`src/rtl/mfc_pkg.sv`:
```
package mfc_pkg;
  localparam int unsigned FRAME_W = 16;
  localparam int unsigned RES_W   = 12;
  localparam int unsigned CH_W    = 4;
  localparam int unsigned GPIO_W  = 4;
  localparam int unsigned CNT_W   = $clog2(FRAME_W + 1);
  localparam logic [3:0]  MODE_MANUAL = 4'b0001;

  // field order is decoded by the host: keep packed order
  typedef struct packed {
    logic [3:0]        mode;
    logic              prog;
    logic [CH_W-1:0]   ch;
    logic              range;
    logic              pdn;
    logic              fmt;
    logic [GPIO_W-1:0] gpio;
  } cmd_t;

  typedef struct packed {
    logic range;
    logic pdn;
    logic fmt;
  } low_t;
endpackage

```
`src/rtl/mfc_frame_rx.sv`:
```
module mfc_frame_rx
  import mfc_pkg::*;
#(
  parameter int unsigned SYNC_STAGES = 2
) (
  input  logic clk_i,
  input  logic rst_ni,
  input  logic cs_ni,
  input  logic sclk_i,
  input  logic sdi_i,
  output logic active_o,
  output logic frame_start_o,
  output logic frame_end_o,
  output logic frame_ok_o,
  output logic sclk_fall_o,
  output logic fall2_o,
  output logic fall_last_o,
  output cmd_t cmd_o
);
  localparam logic [CNT_W-1:0] FULL = CNT_W'(FRAME_W);

  logic [SYNC_STAGES-1:0] cs_s, sclk_s, sdi_s;
  logic cs_d, sclk_d;
  logic cs_c, sclk_c, sdi_c;
  logic rise, fall;
  logic [CNT_W-1:0] rise_cnt, fall_cnt;
  logic [FRAME_W-1:0] shreg;

  always_ff @(posedge clk_i or negedge rst_ni) begin
    if (!rst_ni) begin
      cs_s   <= '1;
      sclk_s <= '0;
      sdi_s  <= '0;
      cs_d   <= 1'b1;
      sclk_d <= 1'b0;
    end else begin
      cs_s   <= {cs_s[SYNC_STAGES-2:0], cs_ni};
      sclk_s <= {sclk_s[SYNC_STAGES-2:0], sclk_i};
      sdi_s  <= {sdi_s[SYNC_STAGES-2:0], sdi_i};
      cs_d   <= cs_c;
      sclk_d <= sclk_c;
    end
  end

  assign cs_c   = cs_s[SYNC_STAGES-1];
  assign sclk_c = sclk_s[SYNC_STAGES-1];
  assign sdi_c  = sdi_s[SYNC_STAGES-1];

  assign active_o      = ~cs_c;
  assign frame_start_o = ~cs_c & cs_d;
  assign frame_end_o   = cs_c & ~cs_d;
  assign rise          = ~cs_c & sclk_c & ~sclk_d;
  assign fall          = ~cs_c & ~sclk_c & sclk_d;

  always_ff @(posedge clk_i or negedge rst_ni) begin
    if (!rst_ni) begin
      rise_cnt <= '0;
      fall_cnt <= '0;
      shreg    <= '0;
    end else if (frame_start_o) begin
      rise_cnt <= '0;
      fall_cnt <= '0;
    end else begin
      if (rise && rise_cnt != FULL) begin
        shreg    <= {shreg[FRAME_W-2:0], sdi_c};
        rise_cnt <= rise_cnt + 1'b1;
      end
      if (fall && fall_cnt != FULL) fall_cnt <= fall_cnt + 1'b1;
    end
  end

  assign frame_ok_o  = (rise_cnt == FULL);
  assign sclk_fall_o = fall;
  assign fall2_o     = fall && (fall_cnt == CNT_W'(1));
  assign fall_last_o = fall && (fall_cnt == FULL - 1'b1) && (rise_cnt == FULL);
  assign cmd_o       = cmd_t'(shreg);


  fall_le_rise_chk: assert property (@(posedge clk_i) disable iff (!rst_ni)
    fall_cnt <= rise_cnt);
endmodule

```
`src/rtl/mfc_cmd_regs.sv`:
```
module mfc_cmd_regs
  import mfc_pkg::*;
(
  input  logic              clk_i,
  input  logic              rst_ni,
  input  logic              frame_end_i,
  input  logic              frame_ok_i,
  input  logic              fall_last_i,
  input  cmd_t              cmd_i,
  input  logic [GPIO_W-1:0] gpio_dir_i,
  output logic [CH_W-1:0]   sel_ch_o,
  output logic              range_o,
  output logic              fmt_o,
  output logic              pdn_o,
  output logic [GPIO_W-1:0] gpio_o
);
  logic mode_ok, take;
  low_t low_q;
  logic [CH_W-1:0]   sel_q;
  logic [GPIO_W-1:0] gpio_q;
  logic              pdn_q;

  assign mode_ok = (cmd_i.mode == MODE_MANUAL);
  assign take    = frame_end_i & frame_ok_i & mode_ok;

  always_ff @(posedge clk_i or negedge rst_ni) begin
    if (!rst_ni) begin
      sel_q  <= '0;
      low_q  <= '0;
      gpio_q <= '0;
    end else if (take) begin
      sel_q <= cmd_i.ch;
      if (cmd_i.prog) begin
        low_q  <= '{range: cmd_i.range, pdn: cmd_i.pdn, fmt: cmd_i.fmt};
        gpio_q <= (gpio_q & ~gpio_dir_i) | (cmd_i.gpio & gpio_dir_i);
      end
    end
  end

  // power-down acts on the last falling edge, ahead of the frame-end parse
  always_ff @(posedge clk_i or negedge rst_ni) begin
    if (!rst_ni)                     pdn_q <= 1'b0;
    else if (fall_last_i && mode_ok) pdn_q <= cmd_i.prog ? cmd_i.pdn : low_q.pdn;
  end

  assign sel_ch_o = sel_q;
  assign range_o  = low_q.range;
  assign fmt_o    = low_q.fmt;
  assign pdn_o    = pdn_q;
  assign gpio_o   = gpio_q;


  bad_mode_chk: assert property (@(posedge clk_i) disable iff (!rst_ni)
    (frame_end_i && !mode_ok) |=> ($stable(sel_q) && $stable(low_q) && $stable(gpio_q)));

  hold_chk: assert property (@(posedge clk_i) disable iff (!rst_ni)
    (take && !cmd_i.prog) |=> ($stable(low_q) && $stable(gpio_q)));

  pdn_edge_chk: assert property (@(posedge clk_i) disable iff (!rst_ni)
    !fall_last_i |=> $stable(pdn_q));
endmodule

```
`src/rtl/mfc_chan_pipe.sv`:
```
module mfc_chan_pipe
  import mfc_pkg::*;
(
  input  logic             clk_i,
  input  logic             rst_ni,
  input  logic [CH_W-1:0]  sel_ch_i,
  input  logic             range_i,
  input  logic             fall2_i,
  input  logic             frame_end_i,
  input  logic             frame_ok_i,
  input  logic             conv_vld_i,
  input  logic [RES_W-1:0] conv_data_i,
  output logic             conv_req_o,
  output logic [CH_W-1:0]  conv_ch_o,
  output logic             conv_range_o,
  output logic [RES_W-1:0] res_o,
  output logic [CH_W-1:0]  res_ch_o
);
  logic [CH_W-1:0]  mux_q, pend_q, res_ch_q;
  logic [RES_W-1:0] res_q;
  logic             req_q, rng_q, sample;

  assign sample = frame_end_i & frame_ok_i;

  always_ff @(posedge clk_i or negedge rst_ni) begin
    if (!rst_ni) begin
      mux_q    <= '0;
      pend_q   <= '0;
      rng_q    <= 1'b0;
      req_q    <= 1'b0;
      res_q    <= '0;
      res_ch_q <= '0;
    end else begin
      if (fall2_i) mux_q <= sel_ch_i;
      req_q <= sample;
      if (sample) begin
        pend_q <= mux_q;
        rng_q  <= range_i;
      end
      if (conv_vld_i) begin
        res_q    <= conv_data_i;
        res_ch_q <= pend_q;
      end
    end
  end

  assign conv_req_o   = req_q;
  assign conv_ch_o    = pend_q;
  assign conv_range_o = rng_q;
  assign res_o        = res_q;
  assign res_ch_o     = res_ch_q;


  req_pulse_chk: assert property (@(posedge clk_i) disable iff (!rst_ni)
    conv_req_o |=> !conv_req_o);

  short_frame_chk: assert property (@(posedge clk_i) disable iff (!rst_ni)
    (frame_end_i && !frame_ok_i) |=> !conv_req_o);

  req_ch_chk: assert property (@(posedge clk_i) disable iff (!rst_ni)
    !sample |=> ($stable(conv_ch_o) && $stable(conv_range_o)));
endmodule

```
`src/rtl/mfc_resp_tx.sv`:
```
module mfc_resp_tx
  import mfc_pkg::*;
(
  input  logic              clk_i,
  input  logic              rst_ni,
  input  logic              active_i,
  input  logic              frame_start_i,
  input  logic              sclk_fall_i,
  input  logic              fmt_i,
  input  logic [GPIO_W-1:0] gpio_i,
  input  logic [RES_W-1:0]  res_i,
  input  logic [CH_W-1:0]   res_ch_i,
  output logic              sdo_o,
  output logic              sdo_oe_o
);
  logic [FRAME_W-1:0] shreg;
  logic               oe_q;

  always_ff @(posedge clk_i or negedge rst_ni) begin
    if (!rst_ni) begin
      shreg <= '0;
      oe_q  <= 1'b0;
    end else begin
      oe_q <= active_i;
      if (frame_start_i)    shreg <= {(fmt_i ? gpio_i : res_ch_i), res_i};
      else if (sclk_fall_i) shreg <= {shreg[FRAME_W-2:0], 1'b0};
    end
  end

  assign sdo_o    = shreg[FRAME_W-1];
  assign sdo_oe_o = oe_q;


  sdo_hold_chk: assert property (@(posedge clk_i) disable iff (!rst_ni)
    (!sclk_fall_i && !frame_start_i) |=> $stable(sdo_o));
endmodule

```
`src/rtl/mfc_top.sv`:
```
module mfc_top
  import mfc_pkg::*;
#(
  parameter int unsigned SYNC_STAGES = 2
) (
  input  logic              clk_i,
  input  logic              rst_ni,
  input  logic              cs_ni,
  input  logic              sclk_i,
  input  logic              sdi_i,
  output logic              sdo_o,
  output logic              sdo_oe_o,
  input  logic [GPIO_W-1:0] gpio_dir_i,
  input  logic [GPIO_W-1:0] gpio_i,
  output logic [GPIO_W-1:0] gpio_o,
  output logic              pwr_dn_o,
  output logic              conv_req_o,
  output logic [CH_W-1:0]   conv_ch_o,
  output logic              conv_range_o,
  input  logic              conv_vld_i,
  input  logic [RES_W-1:0]  conv_data_i
);
  logic active, f_start, f_end, f_ok, s_fall, fall2, fall_last;
  cmd_t cmd;
  logic [CH_W-1:0]  sel_ch, res_ch;
  logic             range, fmt;
  logic [RES_W-1:0] res;

  mfc_frame_rx #(.SYNC_STAGES(SYNC_STAGES)) u_rx (
    .clk_i, .rst_ni, .cs_ni, .sclk_i, .sdi_i,
    .active_o(active), .frame_start_o(f_start), .frame_end_o(f_end),
    .frame_ok_o(f_ok), .sclk_fall_o(s_fall), .fall2_o(fall2),
    .fall_last_o(fall_last), .cmd_o(cmd)
  );

  mfc_cmd_regs u_cmd (
    .clk_i, .rst_ni, .frame_end_i(f_end), .frame_ok_i(f_ok),
    .fall_last_i(fall_last), .cmd_i(cmd), .gpio_dir_i,
    .sel_ch_o(sel_ch), .range_o(range), .fmt_o(fmt), .pdn_o(pwr_dn_o),
    .gpio_o
  );

  mfc_chan_pipe u_pipe (
    .clk_i, .rst_ni, .sel_ch_i(sel_ch), .range_i(range), .fall2_i(fall2),
    .frame_end_i(f_end), .frame_ok_i(f_ok), .conv_vld_i, .conv_data_i,
    .conv_req_o, .conv_ch_o, .conv_range_o, .res_o(res), .res_ch_o(res_ch)
  );

  mfc_resp_tx u_tx (
    .clk_i, .rst_ni, .active_i(active), .frame_start_i(f_start),
    .sclk_fall_i(s_fall), .fmt_i(fmt), .gpio_i, .res_i(res),
    .res_ch_i(res_ch), .sdo_o, .sdo_oe_o
  );
endmodule

```
`config.mk`:
```
export PLATFORM = sky130hd
export DESIGN_NAME = mfc_top
export DESIGN_NICKNAME = d
export VERILOG_FILES = /design/src/rtl/mfc_pkg.sv /design/src/rtl/mfc_frame_rx.sv /design/src/rtl/mfc_cmd_regs.sv /design/src/rtl/mfc_chan_pipe.sv /design/src/rtl/mfc_resp_tx.sv /design/src/rtl/mfc_top.sv
export SDC_FILE = /design/constraint.sdc
export NUM_CORES = 1
export LEC_CHECK = 0
export ABC_CLOCK_PERIOD_IN_PS = 2700
export CORE_ASPECT_RATIO = 0.5
export CORE_UTILIZATION = 30
export DETAILED_ROUTE_END_ITERATION = 7
export DONT_BUFFER_PORTS = 1
export GPL_TIMING_DRIVEN = 0
export PLACE_DENSITY = 0.53
export RECOVER_POWER = 100
export SLEW_MARGIN = 40
export SYNTH_ARGS = -nofsm -noshare
export SYNTH_HDL_FRONTEND = slang
export SYNTH_SLANG_ARGS = --single-unit
```
`constraint.sdc`:
```
create_clock -name clk_i -period 2.7 [get_ports clk_i]
set_clock_uncertainty 0.2 [all_clocks]
set_input_delay 0.405 -clock clk_i [delete_from_list [all_inputs] [get_ports clk_i]]
set_output_delay 0.405 -clock clk_i [all_outputs]
set_load 0.01 [all_outputs]
```
==> results.toml <==
[run_status]
status = "finished, final reports clean"

[cts]
clk_pin_slew_ps = 70
clock_latency_ps = 340
cts_resized = 0
cts_buffer_depth = 2
cts_root_buf = "clkbuf_16"
cts_tree = "built"
cts_buffers = 9
cts.sinks = 89
ctsHtreeMaxLevel = 3

[synth]
synth_warnings = 0
yosysSeqAreaShare_pct = 60.0
netlist_top_cells_area = "dfrtp_1, mux2_2, nand2_1"
ys_ff_latch = 89
synth_cell_types = 36
synthTopCellsByCount = "dfrtp_1, mux2_2, nand2_1, a31oi_1, nor2_1"
syn_inst = 303
yosys.area.top_type = "dfrtp_1"
synth_flop_cell = "dfrtp_1"
synth_edf_count = 0
synth_top_area_share_pct = 57.9
yosysMostFrequentCell = "dfrtp_1"
syn_area_per_cell_sq_um = 12.3
syn_nets = 335
async_flop_share_pct = 100
syn_area_sq_um = 3720

[sta]
fin_setup_tns_ps = 0
slew_viol_final = 0
setup_viol = 0
finalCritPeriodShare_pct = 89.3
slew-limit-headroom_pct = 20.0
tightestPinTransition_ps = 1200
rsz0062_at_grt = "no"
min_period_ps = 2410
max_freq_mhz = 415
finalHoldViolations = 0
whs_ps = 7.86

[drt]
first_iter_violations = 77
postRouteAntennaNets = 0
wl_per_cell_um = 14.2
drc = 0
dr.pass1.iters = 4
vias = 2347
routed_wl_um = 7020
viasPerCell = 4.74

[final_layout]
finalInstanceArea_sq_um = 4330
syn2layout_area_growth_pct = 16.4
drive_gt1_share_pct = 21.5
antennaDiodeCount = 0
finalNonFillerCells = 495
layout.nets = 358

[global_route]
grt_antenna_before_repair = 0
grt_usage_pct = 11.9
overflow = 0
grt_first_pass_wirelength_um = 11700
grt_max_degree = 90
grt_pass1_vias = 2374

[floorplan]
ios = 39
num_rows = 28
die_y_um = 80.7
start_util_pct = 31.1
core_region_area_sq_um = 11900
die_area_sq_um = 12900
die_w_um = 159

[setup_path]
crit_start = "u_rx.rise_cnt[0]"
critPathCaptureType = "flop"
r2r_end = "u_rx.cmd_o[15]"
reg2reg_slack_ps = 290
rr_startpoint = "u_rx.rise_cnt[0]"
r2r_cells = 7
timing_worst_setup_path_type = "flop to flop"
arrival_ps = 2430
path_max_fanout = 10
required_ps = 2720
endpoint = "u_rx.cmd_o[15]"
cp-start-kind = "flop"

[place]
gp_congestion = 0.731
io_buffers = 0
place_area_sq_um = 3930
placedCellCount = 468
hpwl_um = 4780

[power_and_ir_drop]
pwr-share-clk_pct = 41.4
p_int_mw = 2.28
combPwrFrac_pct = 7.6
p_seq_share_pct = 51.0
p_sw_mw = 0.713
vdd_ir_drop_max_uv = 320
switching_share_pct = 23.8
power_density_nw_per_um2 = 691
total_power_mw = 2.99
power.leakage_nw = 1.93

[worst_hold_path]
hp-class = "primary input to flop"

[flow_run]
drv_cap = 0
sequential cells by signal, indices dropped and copies added, names as in the netlist, named ones only:
| signal | cells |
|---|---|
| u_rx.cmd_o | 16 |
| u_tx.shreg | 16 |
| u_pipe.res_o | 12 |
| u_rx.fall_cnt | 5 |
| u_rx.rise_cnt | 5 |
| u_cmd.sel_ch_o | 4 |
| u_pipe.conv_ch_o | 4 |
| u_pipe.mux_q | 4 |
| u_pipe.res_ch_o | 4 |
| u_rx.cs_s | 2 |
| u_rx.sclk_s | 2 |
| u_rx.sdi_s | 2 |
| u_cmd.fmt_o | 1 |
| u_cmd.low_q | 1 |
| u_cmd.pdn_o | 1 |
| u_cmd.range_o | 1 |
| u_pipe.conv_range_o | 1 |
| u_pipe.conv_req_o | 1 |
| u_rx.cs_d | 1 |
| u_rx.sclk_d | 1 |
| u_tx.sdo_oe_o | 1 |
power groups by stage:
stage               logic, mW  clock network (mW)  registers, mW
floorplan               0.160                   0           1.53
global placement        0.183                   0           1.55
detailed placement      0.191                   0           1.55
CTS                     0.237                1.27           1.53
global route            0.263                1.34           1.54
finish                  0.229                1.24           1.53
worst min path at each step:
| stage | slack, ps | to | start | depth (start not counted) |
|---|---|---|---|---|
| after floorplan | -90 | asynchronous set/reset pin | rst_ni | 0 |
| after global placement | -90 | u_pipe.res_o[3] | rst_ni | 0 |
| after detailed placement | -90 | u_pipe.res_o[5] | rst_ni | 0 |
| after CTS | 0.2 | u_pipe.res_o[0] | conv_data_i[0] | 1 |
| after global routing | 2 | u_pipe.res_o[5] | conv_data_i[5] | 1 |
| final | 8 | u_pipe.res_o[0] | conv_data_i[0] | 1 |
layout by cell type, fill, tap and decap left out, types with 2 or more instances in the layout:
master          n
clkbuf_1       12
nand2b_1        2
a21oi_1         9
nand2_1        39
nor2_1         13
nand3_1         6
or3_1           4
o21ai_0         9
buf_1           2
inv_1           9
nand4bb_1       2
mux2_2         50
mux2_1          4
nor4_1          4
inv_6           2
dfstp_1         2
clkbuf_16       9
a211oi_1        4
or4_1           2
a31oi_1        15
ha_1            6
dfrtp_1        86
nand4_1         3
dlygate4sd3_1  11
clkinvlp_4      2
nor2b_1         6
critical path: stages (launching register included):
cell	delay (ps)
dfrtp_1	380
inv_1	80
ha_1	220
nand4bb_1	100
clkbuf_1	290
nand3_1	350
buf_2	320
mux2_1	340
cell families after synthesis:
family	after synthesis	share of synthesized area (%)
DFF	89	60.0
buffers and inverters	25	2.79
muxes	54	16.3
adders and majority gates	6	2.02
and+or+nand+nor	91	12.9
AOI/OAI and AO/OA	38	5.99
layer usage:
layer  part of all wire [%]  GRT usage (%)  routed length (um)  up-vias
li1                       -              -                   -     1113
met1                     48           14.3                3380     1181
met2                     46           19.5                3230       40
met3                    4.0           4.39                 280       13
met4                    1.8           5.19                 128        0
met5                      0              0                   0        -
through the flow:
stage / setup slack, ps / util (%)
floorplan: 763 / -
finish: 290 / 36.2
global placement: 484 / 32.9
CTS: 411 / 36.4
global route: 135 / 36.2
detailed placement: 416 / 32.9
cell type report:
cell class | instances | area, sq um
fillers | 1171 | 7620
flip-flops and latches | 89 | 2230
multi-input cells | 189 | 1380
clock buffers | 9 | 225
well taps | 165 | 206
repair buffers | 12 | 118
plain buffers | 16 | 68.8
clock inverters | 6 | 67.6
inverters | 9 | 33.8
timing repair:
| action | 4_1_cts | 5_1_grt |
|---|---|---|
| setup buffers | 0 | 0 |
| hold endpoints to repair | 98 | 1 |
| hold buffers | 11 | 1 |
No activity file was read; power rests on OpenSTA's default activity.
